**src/rtl/outchan_pkg.sv**
```systemverilog
package outchan_pkg;
  typedef enum logic {
    KIND_DATA = 1'b0,
    KIND_FUNC = 1'b1
  } word_kind_e;

  localparam int unsigned NUM_KINDS = 2;
endpackage

```
**src/rtl/ack_edge_sync.sv**
```systemverilog
module ack_edge_sync #(
  parameter int unsigned STAGES = 2
) (
  input  logic clk,
  input  logic rst_n,
  input  logic line_i,
  output logic level_o,
  output logic rise_o
);
  localparam int unsigned LAST = STAGES - 1;

  logic [STAGES-1:0] chain_q;
  logic              hist_q;

  // Reset to 1 so a line already high at release never counts as an edge.
  always_ff @(posedge clk or negedge rst_n) begin
    if (!rst_n) begin
      chain_q <= '1;
      hist_q  <= 1'b1;
    end else begin
      chain_q <= {chain_q[STAGES-2:0], line_i};
      hist_q  <= chain_q[LAST];
    end
  end

  assign level_o = chain_q[LAST];
  // Fresh transition gated by the settled high level.
  assign rise_o  = chain_q[LAST] & ~hist_q;

  // after an edge, no new edge while the settled level stays high
  p_no_repeat_while_high_r1: assert property (@(posedge clk) disable iff (!rst_n)
    (rise_o && chain_q[LAST-1]) |=> !rise_o);
endmodule

```
**src/rtl/req_ctrl.sv**
```systemverilog
module req_ctrl #(
  parameter int unsigned LOW_CYC = 300
) (
  input  logic clk,
  input  logic rst_n,
  input  logic ready_i,
  input  logic ack_rise_i,
  output logic req_o
);
  localparam int unsigned CW = $clog2(LOW_CYC + 1);
  localparam logic [CW-1:0] LOW_MAX = CW'(LOW_CYC);

  logic          req_q;
  logic [CW-1:0] low_cnt_q;

  always_ff @(posedge clk or negedge rst_n) begin
    if (!rst_n) begin
      req_q     <= 1'b0;
      low_cnt_q <= LOW_MAX;
    end else if (ack_rise_i) begin
      if (req_q) begin
        req_q     <= 1'b0;
        low_cnt_q <= '0;
      end
    end else if (!req_q) begin
      if (low_cnt_q != LOW_MAX) low_cnt_q <= low_cnt_q + 1'b1;
      else if (ready_i)         req_q     <= 1'b1;
    end
  end

  assign req_o = req_q;

  // Independent checker: saturating count of cycles spent low.
  logic [CW-1:0] low_run_q;
  always_ff @(posedge clk or negedge rst_n) begin
    if (!rst_n)                 low_run_q <= LOW_MAX;
    else if (req_o)             low_run_q <= '0;
    else if (low_run_q != LOW_MAX) low_run_q <= low_run_q + 1'b1;
  end

  // request held until its acknowledge edge
  p_req_held_r3: assert property (@(posedge clk) disable iff (!rst_n)
    (req_o && !ack_rise_i) |=> req_o);
  // request falls on its acknowledge edge
  p_req_drop_r3: assert property (@(posedge clk) disable iff (!rst_n)
    (req_o && ack_rise_i) |=> !req_o);
  // rise only after the full recovery time
  p_min_low_r4: assert property (@(posedge clk) disable iff (!rst_n)
    $rose(req_o) |-> (low_run_q == LOW_MAX));
  // rise only with ready
  p_raise_ready_r5: assert property (@(posedge clk) disable iff (!rst_n)
    $rose(req_o) |-> $past(ready_i));
endmodule

```
**src/rtl/outchan_receiver.sv**
```systemverilog
module outchan_receiver
  import outchan_pkg::*;
#(
  parameter int unsigned WORD_W  = 36,
  parameter int unsigned STAGES  = 2,
  parameter int unsigned LOW_CYC = 300
) (
  input  logic              clk,
  input  logic              rst_n,
  input  logic [WORD_W-1:0] out_word_i,
  input  logic              data_ack_i,
  input  logic              func_ack_i,
  input  logic              data_ready_i,
  input  logic              func_ready_i,
  output logic              data_req_o,
  output logic              func_req_o,
  output logic [WORD_W-1:0] word_o,
  output logic              word_valid_o,
  output logic              word_is_func_o
);
  logic [NUM_KINDS-1:0] ack_line, ready_line, ack_level, ack_rise, req_line;

  assign ack_line[KIND_DATA]   = data_ack_i;
  assign ack_line[KIND_FUNC]   = func_ack_i;
  assign ready_line[KIND_DATA] = data_ready_i;
  assign ready_line[KIND_FUNC] = func_ready_i;

  for (genvar k = 0; k < NUM_KINDS; k++) begin : g_kind
    ack_edge_sync #(.STAGES(STAGES)) u_sync (
      .clk    (clk),
      .rst_n  (rst_n),
      .line_i (ack_line[k]),
      .level_o(ack_level[k]),
      .rise_o (ack_rise[k])
    );
    req_ctrl #(.LOW_CYC(LOW_CYC)) u_req (
      .clk       (clk),
      .rst_n     (rst_n),
      .ready_i   (ready_line[k]),
      .ack_rise_i(ack_rise[k]),
      .req_o     (req_line[k])
    );
  end

  assign data_req_o = req_line[KIND_DATA];
  assign func_req_o = req_line[KIND_FUNC];

  // Function edge wins when both arrive together; the data edge is consumed.
  logic       take;
  word_kind_e kind;
  assign take = |ack_rise;
  assign kind = ack_rise[KIND_FUNC] ? KIND_FUNC : KIND_DATA;

  always_ff @(posedge clk or negedge rst_n) begin
    if (!rst_n) begin
      word_valid_o   <= 1'b0;
      word_is_func_o <= 1'b0;
      word_o         <= '0;
    end else begin
      word_valid_o <= take;
      if (take) begin
        word_o         <= out_word_i;
        word_is_func_o <= (kind == KIND_FUNC);
      end
    end
  end

  // captured word equals the bus one edge earlier
  p_word_matches_bus_r2: assert property (@(posedge clk) disable iff (!rst_n)
    word_valid_o |-> (word_o == $past(out_word_i)));
  // a data strobe is never followed by another data strobe
  p_single_data_r1: assert property (@(posedge clk) disable iff (!rst_n)
    (word_valid_o && !word_is_func_o) |=> !(word_valid_o && !word_is_func_o));
  // same for function strobes
  p_single_func_r1: assert property (@(posedge clk) disable iff (!rst_n)
    (word_valid_o && word_is_func_o) |=> !(word_valid_o && word_is_func_o));
  // a function strobe coincides with the settled function level
  p_func_tag_r8: assert property (@(posedge clk) disable iff (!rst_n)
    (word_valid_o && word_is_func_o) |-> $past(ack_level[KIND_FUNC]));
endmodule

```
**config.mk**
```make
export PLATFORM = sky130hd
export DESIGN_NAME = outchan_receiver
export DESIGN_NICKNAME = d
export VERILOG_FILES = /design/src/rtl/outchan_pkg.sv /design/src/rtl/ack_edge_sync.sv /design/src/rtl/req_ctrl.sv /design/src/rtl/outchan_receiver.sv
export SDC_FILE = /design/constraint.sdc
export NUM_CORES = 1
export LEC_CHECK = 0
export ABC_CLOCK_PERIOD_IN_PS = 2200
export CAP_MARGIN = 15
export CORE_MARGIN = 2
export CORE_UTILIZATION = 53
export CTS_CLUSTER_DIAMETER = 150
export DETAILED_ROUTE_END_ITERATION = 12
export MAX_ROUTING_LAYER = met4
export PLACE_DENSITY = 0.87
export SLEW_MARGIN = 20
export SYNTH_ARGS = -nofsm -noshare
export SYNTH_HDL_FRONTEND = slang
export SYNTH_HIERARCHICAL = 1
export SYNTH_SLANG_ARGS = --single-unit
```
**constraint.sdc**
```tcl
create_clock -name clk -period 2.2 [get_ports clk]
set_input_delay 0.22 -clock clk [delete_from_list [all_inputs] [get_ports clk]]
set_output_delay 0.22 -clock clk [all_outputs]
set_load 0.05 [all_outputs]
```
Word-level counts from Yosys, hierarchy flattened
Cells that the tools add are included.
{"block": "classes", "n_addsub": 2, "eq_ne": 6, "n_reduce_logical": 5, "n_bitwise": 4, "n_mux": 17}
{"op": "$mux 9", "n": 8}
{"op": "$add 9x1->9 const B", "n": 2}
{"op": "$ne 9x9->1 const B", "n": 2}
{"op": "$mux 1", "n": 9}
{"op": "$reduce_and 3->1", "n": 2}
{"op": "$ne 2x1->1 const B", "n": 2}
{"op": "$ne 2x2->1 const B", "n": 2}
{"op": "$reduce_bool 2->1", "n": 2}
{"op": "$and 1x1->1", "n": 2}
{"op": "$not 1->1", "n": 2}
{"op": "$reduce_or 2->1", "n": 1}
{"block": "word_totals", "input_bits": 42, "reg_bits": 64}

Logic depth before layout (Yosys ltp)
Gate-level depths: netlist (run 1).
{"block": "depth", "word_depth": 4, "ltp_mapped": 5, "depth_no_buf": 5}

Hierarchy
The synthesis (run 1) kept the hierarchy.
{"mod": "outchan_receiver", "area_each_um2": 1534.0, "cells_per_inst": 81, "seq_area_each_um2": 950.9, "instances": 1}
{"mod": "req_ctrl", "area_each_um2": 734.5, "cells_per_inst": 72, "seq_area_each_um2": 255.2, "instances": 2}
{"mod": "ack_edge_sync", "area_each_um2": 92.6, "cells_per_inst": 4, "seq_area_each_um2": 78.8, "instances": 2}

Least setup slack after synthesis (run 1)
No wires, ideal clock.
{"block": "synth_timing", "path_type": "register -> register", "from": "reg g_kind[0].u_req.req_q", "to": "reg g_kind[0].u_req.low_cnt_q[4]", "required_ns": 2.074, "arrival_time_ns": 1.357, "slack_ns": 0.717, "path_stages_with_launch": 4, "cell_sequence": "dfrtp_1 -> nand2b_2 -> o211a_1 -> a311o_1"}
{"block": "synth_via", "elab_chain_len": 2}
{"item": "start, declared", "line_no": "req_ctrl.sv:13", "text": "logic req_q;"}
{"item": "start signal, assigned", "line_no": "req_ctrl.sv:18", "text": "req_q <= 1'b0;"}
{"item": "start signal, assigned", "line_no": "req_ctrl.sv:22", "text": "req_q <= 1'b0;"}
{"item": "start signal, assigned", "line_no": "req_ctrl.sv:27", "text": "else if (ready_i) req_q <= 1'b1;"}
{"item": "$ne 2x1->1 (no line) (tied with other cells)"}
{"item": "$reduce_and 3->1 (no line) *"}
{"item": "end signal, assigned", "line_no": "req_ctrl.sv:26", "text": "if (low_cnt_q != LOW_MAX) low_cnt_q <= low_cnt_q + 1'b1;"}
{"item": "end, declared", "line_no": "req_ctrl.sv:14", "text": "logic [CW-1:0] low_cnt_q;"}
Mark *: on every way between the ends. The rest lies on a longest branch, timed or not.
A chain may end at the register's enable or synchronous reset.

Worst setup path after layout (run 1)
{"block": "layout_timing", "from": "reg g_kind[1].u_req.req_q", "to": "out func_req_o"}
{"item": "start, declared", "line_no": "req_ctrl.sv:13"}
{"item": "start signal, assigned", "line_no": "req_ctrl.sv:18"}
{"item": "start signal, assigned", "line_no": "req_ctrl.sv:22"}
{"item": "start signal, assigned", "line_no": "req_ctrl.sv:27"}
{"item": "end, declared", "line_no": "outchan_receiver.sv:16", "text": "output logic func_req_o,"}
No word-level cell between the ends.

==> out/results.tsv, run 1 <==
stage	metric	value	unit
yosys	asr flop ratio synth	100	%
clock_tree	H-tree depth	3	
timing	Setup-failing EPs final	0	
timing	Final WS setup	0.0856	ns
routing	Post-Route WL	7120	um
setup_path	CP top delay family	buffers and inverters	
grt	GRT met1 Usage	33.6	%
yosys	top cells by area, synth	dfrtp_1 (39%), mux2_4 (14%), dfstp_2 (12%), buf_6 (1.8%), a2111oi_4 (1.7%)	
yosys	top-count cell post-synth	dfrtp_1	
status	status	finished, final reports clean	
grt	global route total overflow	0	
grt	met2 usage	34.8	%
timing	post-route clock period utilization	96.1	%
finish	layout cells sized above 1	23.9	%
yosys	sequential area share after synthesis	50.8	%
yosys	top cell type by total area after synthesis	dfrtp_1	
finish	Nets	365	
yosys	Synth Register Bits	64	
grt	met3 usage in global routing	4.95	%
clock_tree	maximum root-to-sink buffer count	2	
setup_path	CP max-delay cell	clkdlybuf4s50_1	
finish	Filler cells	357	
power_and_ir_drop	peak supply drop	0.575	mV
setup_path	Largest stage delay, worst path	0.90	ns
die	Core Box Area	5850	um2
setup_path	Bufs and invs on worst path	1	
grt	first-pass GRT wire length	11400	um
routing	via count	2237	
clock_tree	clock root buffer	clkbuf_8	
power_and_ir_drop	Pwr Total	3.83	mW
clock_tree	CTS tree	done	
grt	number of global-route vias before repair	2206	
timing	min Tclk post-route	2.11	ns
routing	Final ANT Viol Nets	0	
setup_path	worst reg2reg startpoint	g_kind[0].u_sync/hist_q$_DFF_PN1_	
setup_path	Worst Setup Start Kind	register	
yosys	Top FF cell, synth	dfrtp_1	
clock_tree	Post-CTS Resized	0	
die	Die Wd	81.6	um
setup_path	Crit Path Class	register to output pin	
setup_path	critical path cell sequence	clkdlybuf4s50_1	
job	Max Cap Violations	0	
yosys	top post-synthesis cells by count	dfrtp_1 (50), mux2_4 (29), dfstp_2 (14), nand2_1 (14), inv_1 (10)	
setup_path	Reg2Reg Setup Slack	0.37	ns
yosys	Mapped Cells	233	
setup_path	Critical Path End Type	output pin	
yosys	synthesized cell area	3190	um2
routing	WL/cell	17.9	um
timing	fmax	0.473	GHz
placed_design	DP HPWL	4870	um
finish	footprint of the multi-input gates	1410	um2
yosys	Ys Warns	6	
min_path	min-delay src	func_ack_i	
die	effective utilization at floorplan	54.5	%
die	full die area	6650	um2
timing	Post-Route Setup TNS	0	ns
clock_tree	clock latency on the worst-skew pair	0.34	ns
timing	setup repair after global routing missed its margin	no	
timing	Slew HR	47.0	%
placed_design	IO buf count	81	
min_path	Hold Path Class	input port to register	
finish	Sequential Area	1620	um2
power_and_ir_drop	Pwr Density	918	nW/um2
timing	Max Slew Vio Count	0	
routing	DR pass1 iterations	4	
placed_design	Setup WS pre-CTS	0.370	ns
die	row cnt	28	
setup_path	CP Max Fanout	13	
timing	worst-margin pin slew	0.795	ns
power_and_ir_drop	LEAKAGE	1.73	nW
placed_design	Placer Congestion	0.895	
setup_path	crit path launch	g_kind[1].u_req/req_o$_DFF_PN0_	
grt	GRT Max-Usage Layer	met2	
routing	drc violations	0	
yosys	number of synthesized flops with an enable pin	0	
timing	final hold violation count	0	
yosys	top-area cell type share of the netlist area	39.2	%
finish	P&R area growth vs syn	30.7	%
grt	largest net degree at the start of global routing	38	
grt	GRT Util Overall	24.2	%
grt	initial antenna violation count	0	
routing	vias per cell	5.63	
yosys	Syn Nets	279	
setup_path	Critical Path RT	1.98	ns
routing	drt initial violations	314	
timing	clk_skew	0.00660	ns
finish	antenna fix cells	0	
setup_path	CP arrival	1.89	ns
clock_tree	Clock transition at path regs	0.07	ns
die	die height	81.6	um
yosys	syn_area_per_cell	13.7	um2
yosys	synth unique cells	45	
die	Ports	82	
clock_tree	TritonCTS buffer count	9	
clock_tree	Clock Sinks	64	
placed cells by master (no fill, tap or decap), drive strengths merged, types with 3 or more instances in the layout:
master	synthesis	routed
nand2b	4	4
clkdlybuf4s50	0	80
ha	4	4
dfrtp	50	50
nand4	4	4
and4b	4	4
nand2	14	14
o21ai	4	4
clkinv	2	3
nor3	4	4
dfstp	14	14
o311ai	4	4
nand3	8	8
nor2b	8	8
inv	10	10
a21oi	4	4
o31ai	6	6
o211ai	4	4
clkbuf	4	13
buf	5	3
nor2	3	3
mux2	36	36
nand3b	6	6
registers in the layout (all words and copies together), names as in the netlist:
| name | flops |
|---|---|
| g_kind.u_req/low_cnt_q | 18 |
| g_kind.u_req/req_o | 2 |
| g_kind.u_sync/chain_q | 4 |
| g_kind.u_sync/hist_q | 2 |
| word_is_func_o | 1 |
| word_o | 36 |
| word_valid_o | 1 |
cell type report:
cell class,instances,area share [%]
clock inverter,1,0.120
sequential,64,38.8
multi-input combinational,148,33.9
timing repair buffer,84,20.2
inverter,12,1.08
clock buffer,13,3.57
tap,75,2.25
through the flow:
stage | cell area, um2 | hold WS, ns | util, % | std cells
after floorplan | 3190 | -0.0756 | - | 233
after global placement | 4000 | 0.265 | 68.4 | 382
after detailed placement | 4000 | 0.275 | 68.4 | 382
after CTS | 4170 | 0.277 | 71.2 | 397
after global routing | 4170 | 0.292 | 71.2 | 397
final | 4170 | 0.288 | 71.2 | 397
what timing repair did:
| action | 4_1_cts | 5_1_grt |
|---|---|---|
| endpoints found under the hold margin | 25 | 0 |
| setup buffers | 0 | 0 |
| hold buffers | 1 | 0 |
| endpoints found under the setup margin | 0 | 0 |
per-layer routing:
layer | wire length (um) | vias to the layer above
li1 | - | 1042
met1 | 3300 | 1101
met2 | 3330 | 87
met3 | 389 | 7
met4 | 99 | 0
met5 | 0 | -
cells by family (layout without fill, tap and decap cells):
| logic type | Yosys count | after routing | share of synthesized area, % |
|---|---|---|---|
| and+or+nand+nor | 65 | 65 | 14.6 |
| adders and majority gates | 4 | 4 | 1.57 |
| AOI/OAI and AO/OA | 41 | 41 | 11.4 |
| DFF | 64 | 64 | 50.8 |
| muxes | 38 | 38 | 16.8 |
| buffers and inverters | 21 | 110 | 4.91 |
final timing paths:
path | end | cells past startpoint
max in group asynchronous | g_kind[1].u_req/low_cnt_q[8]$_DFFE_PN1P_ | 3
setup reg to reg | word_o[2]$_DFFE_PN0P_ | 3
hold / removal | g_kind[1].u_sync/chain_q[0]$_DFF_PN1_ | 1
setup / recovery | func_req_o | 1
min in group asynchronous | word_o[1]$_DFFE_PN0P_ | 2
hold reg to reg | g_kind[1].u_sync/chain_q[1]$_DFF_PN1_ | 0
power breakdown:
part | switching, mW | total [mW] | internal (mW)
Clock | 0.421 | 0.848 | 0.427
Combinational | 0.718 | 1.29 | 0.572
Sequential | 0.262 | 1.69 | 1.43
(Power assumes the default switching activity.)
==> run 2: changes to the inputs <==
Settings changed: CTS_BUF_LIST set to sky130_fd_sc_hd__clkbuf_8 sky130_fd_sc_hd__clkbuf_16, SLEW_MARGIN 20 to 10.
==> out/results.tsv, run 2 (synthesized netlist as in run 1, its figures left out) <==
stage	metric	value	unit	change
routing	wire length on met3	395	um	+1.5%
timing	final hold violation count	0		unchanged
setup_path	Critical Path End Type	output pin		
routing	DR pass1 iterations	4		unchanged
routing	drt initial violations	315		+0.32%
finish	Largest register FFs	36		unchanged
clock_tree	CTS tree	done		
placed_design	Placer Congestion	0.895		unchanged
clock_tree	clock root buffer	clkbuf_8		
clock_tree	TritonCTS buffer count	9		unchanged
grt	GRT Util Overall	24.2	%	unchanged
status	status	finished, final reports clean		
setup_path	Crit Path Class	register to output pin		
finish	antenna fix cells	0		unchanged
timing	Min Hold Slack	0.288	ns	+0.000273 ns
die	effective utilization at floorplan	54.5	%	unchanged
grt	global route total overflow	0		unchanged
timing	Post-Route Setup TNS	0	ns	unchanged
setup_path	critical path cell sequence	clkdlybuf4s50_1		
clock_tree	H-tree depth	3		unchanged
routing	met2 WL post-DR	3300	um	-0.81%
routing	uppermost routed layer	met4		
setup_path	CP Max Fanout	13		unchanged
timing	fmax	0.476	GHz	+0.56%
setup_path	CP max-delay cell	clkdlybuf4s50_1		
finish	layout cells sized above 1	23.9	%	unchanged
timing	setup repair after global routing missed its margin	no		
routing	Post-Route WL	7080	um	-0.49%
die	Die Wd	81.6	um	unchanged
grt	initial antenna violation count	0		unchanged
timing	Max Slew Vio Count	0		unchanged
grt	number of global-route vias before repair	2206		unchanged
clock_tree	Post-CTS Resized	0		unchanged
die	die height	81.6	um	unchanged
grt	first-pass GRT wire length	11400	um	unchanged
placed_design	IO buf count	81		unchanged
timing	min Tclk post-route	2.10	ns	-0.0117 ns
clock_tree	maximum root-to-sink buffer count	2		unchanged
job	Max Cap Violations	0		unchanged
routing	vias per cell	5.67		+0.63%
finish	commonest non-fill, non-tap cell in the layout	clkdlybuf4s50_1		
finish	Final Non-Filler Cells	397		unchanged
finish	final core occ	71.2	%	unchanged
timing	clk_skew	0.00620	ns	-0.000395 ns
clock_tree	Clock transition at path regs	0.07	ns	about the same
min_path	Hold Path Class	input port to register		
finish	Largest regs	word_o: 36 flops, g_kind.u_req/low_cnt_q: 18 flops, g_kind.u_sync/chain_q: 4 flops		
timing	post-route clock period utilization	95.6	%	-0.53 points
clock_tree	clock latency on the worst-skew pair	0.34	ns	about the same
clock_tree	Clock Sinks	64		unchanged
clock_tree	Setup Fix Bufs, Post-CTS	0		unchanged
finish	most frequent cells in the layout	clkdlybuf4s50_1 (80), dfrtp_1 (50), mux2_4 (29)		
power_and_ir_drop	LEAKAGE	1.74	nW	+0.72%
timing	Slew HR	46.8	%	-0.16 points
setup_path	Largest stage delay, worst path	0.90	ns	about the same
power_and_ir_drop	peak supply drop	0.579	mV	+0.75%
die	full die area	6650	um2	unchanged
setup_path	Worst Setup Start Kind	register		
routing	via count	2251		+0.63%
routing	WL met1	3270	um	-0.79%
setup_path	CP arrival	1.88	ns	about the same
placed_design	dpl cells	382		unchanged
power_and_ir_drop	Pwr Density	917	nW/um2	-0.20%
setup_path	CP top delay family	buffers and inverters		
die	Ports	82		unchanged
routing	drc violations	0		unchanged
finish	Nets	365		unchanged
routing	Final ANT Viol Nets	0		unchanged
grt	largest net degree at the start of global routing	38		unchanged
finish	Top reg by flops	word_o		
die	row cnt	28		unchanged
routing	WL/cell	17.8	um	-0.49%
timing	worst-margin pin slew	0.797	ns	+0.00235 ns
setup_path	Critical Path RT	1.98	ns	about the same
placed_design	DP HPWL	4870	um	unchanged
finish	P&R area growth vs syn	30.7	%	unchanged
timing	Setup-failing EPs final	0		unchanged
setup_path	Bufs and invs on worst path	1		unchanged
die	Core Box Area	5850	um2	unchanged
-- run 2: worst paths after layout --
kind | startpoint | to | slack, ns | cells past startpoint
setup / recovery | g_kind[1].u_req/req_o$_DFF_PN0_ | func_req_o | 0.1 | 1
setup reg to reg | g_kind[0].u_sync/hist_q$_DFF_PN1_ | word_o[2]$_DFFE_PN0P_ | 0.38 | 3
min in group asynchronous | rst_n | word_o[31]$_DFFE_PN0P_ | 0.46 | 2
hold / removal | func_ack_i | g_kind[1].u_sync/chain_q[0]$_DFF_PN1_ | 0.29 | 1
max in group asynchronous | rst_n | g_kind[1].u_req/low_cnt_q[8]$_DFFE_PN1P_ | 1.05 | 3
hold reg to reg | g_kind[1].u_sync/chain_q[0]$_DFF_PN1_ | g_kind[1].u_sync/chain_q[1]$_DFF_PN1_ | 0.36 | 0
-- run 2: worst reg2reg max path, delay by kind of cell (launching register included) --
family / cells / cell delay, ns
flops: 1 / 0.54
simple gates: 2 / 0.74
mux: 1 / 0.43
-- run 2: layout make-up --
class,instances,area (um2)
fill,357,1680
sequential,64,1620
multi-input combinational,148,1410
timing repair buffer,84,843
clock buffer,10,138
tap,75,93.8
inverter,12,45.0
clock inverter,4,16.3
-- run 2: repair_timing --
| item | CTS | global route |
|---|---|---|
| endpoints found under the hold margin | 25 | 0 |
| setup endpoints to repair | 0 | 0 |
| hold buffers | 1 | 0 |
-- run 2: power breakdown --
group	leakage (nW)	switching, mW	internal (mW)
Clock	0.0918	0.427	0.413
Combinational	0.901	0.718	0.572
Sequential	0.747	0.262	1.43
-- run 2: layer usage --
| metal | vias up | global-route usage, % |
|---|---|---|
| li1 | 1039 | - |
| met1 | 1116 | 33.6 |
| met2 | 87 | 34.8 |
| met3 | 9 | 4.95 |
| met4 | 0 | 10.0 |
| met5 | - | - |
-- run 2: metrics by stage --
| stage | worst slack [ns] | area [um2] | power, mW |
|---|---|---|---|
| after floorplan | 0.717 | 3190 | 2.58 |
| after global placement | 0.406 | 4000 | 2.93 |
| after detailed placement | 0.370 | 4000 | 2.99 |
| after CTS | 0.0895 | 4170 | 3.83 |
| after global routing | 0.00721 | 4170 | 4.00 |
| final | 0.0972 | 4170 | 3.82 |
==> run 3: changes to the inputs <==
Settings changed: CORE_MARGIN 2 to not set, CTS_BUF_LIST sky130_fd_sc_hd__clkbuf_8 sky130_fd_sc_hd__clkbuf_16 to not set.
==> out/results.tsv, run 3 (synthesized netlist as in run 1, its figures left out) <==
stage	metric	value	unit	change
die	Core Box Area	5640	um2	-3.6%
grt	GRT Util Overall	27.8	%	+3.6 points
die	Die Wd	79.6	um	-2.5%
grt	largest net degree at the start of global routing	43		+13%
finish	layout cells sized above 1	25.1	%	+1.2 points
power_and_ir_drop	sequential power share	40.4	%	-3.8 points
routing	drc violations	0		unchanged
finish	P&R area growth vs syn	32.8	%	
setup_path	Largest stage delay, worst path	0.89	ns	about the same
power_and_ir_drop	Pwr Density	988	nW/um2	+7.8%
placed_design	IO buf count	81		unchanged
finish	most frequent cells in the layout	clkdlybuf4s50_1 (80), dfrtp_1 (50), mux2_4 (29)		
timing	Final WS setup	0.112	ns	+0.0151 ns
routing	Final ANT Viol Nets	0		unchanged
finish	Nets	364		-0.27%
timing	fmax	0.479	GHz	+0.72%
routing	DR pass1 iterations	4		unchanged
grt	global route total overflow	0		unchanged
finish	Top reg by flops	word_o		
placed_design	DP HPWL	4890	um	+0.34%
grt	first-pass GRT wire length	12400	um	+8.9%
finish	Largest register FFs	36		unchanged
power_and_ir_drop	Pwr Total	4.18	mW	+9.5%
timing	final hold violation count	0		unchanged
clock_tree	maximum root-to-sink buffer count	2		unchanged
die	full die area	6330	um2	-4.8%
setup_path	CP arrival	1.87	ns	about the same
timing	Min Hold Slack	0.296	ns	+0.00776 ns
clock_tree	Clock Sinks	64		unchanged
die	effective utilization at floorplan	56.5	%	+2.0 points
clock_tree	CTS tree	done		
power_and_ir_drop	Sw Share	36.1	%	-0.74 points
power_and_ir_drop	peak supply drop	0.705	mV	+22%
setup_path	critical path cell sequence	clkdlybuf4s50_1		
setup_path	Critical Path End Type	output pin		
timing	setup repair after global routing missed its margin	no		
clock_tree	clock latency on the worst-skew pair	0.35	ns	about the same
clock_tree	Hold Buf Count CTS	1		unchanged
power_and_ir_drop	Psw	1.51	mW	+7.3%
finish	Final Non-Filler Cells	395		-0.50%
die	Ports	82		unchanged
clock_tree	Clock transition at path regs	0.08	ns	about the same
die	die height	79.6	um	-2.5%
setup_path	Crit Path Class	register to output pin		
timing	worst-margin pin slew	0.798	ns	+0.000324 ns
finish	Filler cells	315		-12%
power_and_ir_drop	Clk network pwr share	27.9	%	+5.9 points
clock_tree	H-tree depth	3		unchanged
status	status	finished, final reports clean		
finish	Largest regs	word_o: 36 flops, g_kind.u_req/low_cnt_q: 18 flops, g_kind.u_sync/chain_q: 4 flops		
setup_path	Worst Setup Start Kind	register		
clock_tree	Post-CTS Resized	0		unchanged
timing	Max Slew Vio Count	0		unchanged
timing	clk_skew	0.0104	ns	+0.00415 ns
placed_design	Placer Congestion	0.845		-5.6%
power_and_ir_drop	LEAKAGE	1.75	nW	+0.66%
die	row cnt	27		-3.6%
job	Max Cap Violations	0		unchanged
setup_path	Critical Path RT	1.98	ns	about the same
min_path	Hold Path Class	input port to register		
placed_design	Setup WS pre-CTS	0.388	ns	+0.0187 ns
clock_tree	clock root buffer	clkbuf_8		
finish	post-route cell area	4230	um2	+1.6%
grt	initial antenna violation count	0		unchanged
finish	antenna fix cells	0		unchanged
routing	WL/cell	19.8	um	+11%
power_and_ir_drop	Comb power frac	31.6	%	-2.2 points
routing	vias per cell	5.76		+1.7%
routing	drt initial violations	162		-49%
timing	Slew HR	46.8	%	about the same
setup_path	CP max-delay cell	clkdlybuf4s50_1		
routing	Post-Route WL	7820	um	+10%
timing	Post-Route Setup TNS	0	ns	unchanged
setup_path	CP top delay family	buffers and inverters		
timing	min Tclk post-route	2.09	ns	-0.0151 ns
setup_path	Bufs and invs on worst path	1		unchanged
grt	number of global-route vias before repair	2370		+7.4%
clock_tree	TritonCTS buffer count	9		unchanged
timing	Setup-failing EPs final	0		unchanged
clock_tree	Setup Fix Bufs, Post-CTS	0		unchanged
power_and_ir_drop	Pint	2.67	mW	+11%
finish	final core occ	75.0	%	+3.8 points
finish	commonest non-fill, non-tap cell in the layout	clkdlybuf4s50_1		
placed_design	dpl cells	378		-1.0%
setup_path	CP Max Fanout	13		unchanged
timing	post-route clock period utilization	94.9	%	-0.69 points
placed_design	Post-DP Area	3990	um2	-0.28%
routing	via count	2277		+1.2%
-- run 3: path summary, 6_finish.rpt --
check	from	endpoint	slack, ns	cells after the start
setup / recovery	g_kind[1].u_req/req_o$_DFF_PN0_	func_req_o	0.11	1
hold / removal	func_ack_i	g_kind[1].u_sync/chain_q[0]$_DFF_PN1_	0.30	1
setup reg to reg	g_kind[0].u_sync/hist_q$_DFF_PN1_	word_o[2]$_DFFE_PN0P_	0.37	3
hold reg to reg	g_kind[1].u_sync/chain_q[0]$_DFF_PN1_	g_kind[1].u_sync/chain_q[1]$_DFF_PN1_	0.36	0
max in group asynchronous	rst_n	g_kind[0].u_req/low_cnt_q[8]$_DFFE_PN1P_	1.13	3
min in group asynchronous	rst_n	word_o[5]$_DFFE_PN0P_	0.39	2
-- run 3: cell type report --
type | instances | area [um2] | area share, %
clock buffer | 10 | 138 | 3.25
clock inverter | 6 | 92.6 | 2.19
timing repair buffer | 83 | 836 | 19.7
tap | 72 | 90.1 | 2.13
sequential | 64 | 1620 | 38.3
multi-input combinational | 148 | 1410 | 33.4
inverter | 12 | 45.0 | 1.06
-- run 3: power groups by stage --
| stage | sequential (mW) | combinational [mW] | clock [mW] |
|---|---|---|---|
| after floorplan | 1.93 | 0.650 | 0 |
| after global placement | 1.67 | 1.26 | 0 |
| after detailed placement | 1.69 | 1.29 | 0 |
| after CTS | 1.68 | 1.33 | 1.19 |
| after global routing | 1.72 | 1.39 | 1.24 |
| final | 1.69 | 1.32 | 1.17 |
-- run 3: per-layer routing --
metal | vias to the layer above | routed length [um] | track usage (%)
li1 | 1040 | - | -
met1 | 1122 | 3190 | 32.2
met2 | 100 | 3860 | 43.7
met3 | 15 | 598 | 10.3
met4 | 0 | 170 | 11.1
met5 | - | 0 | -
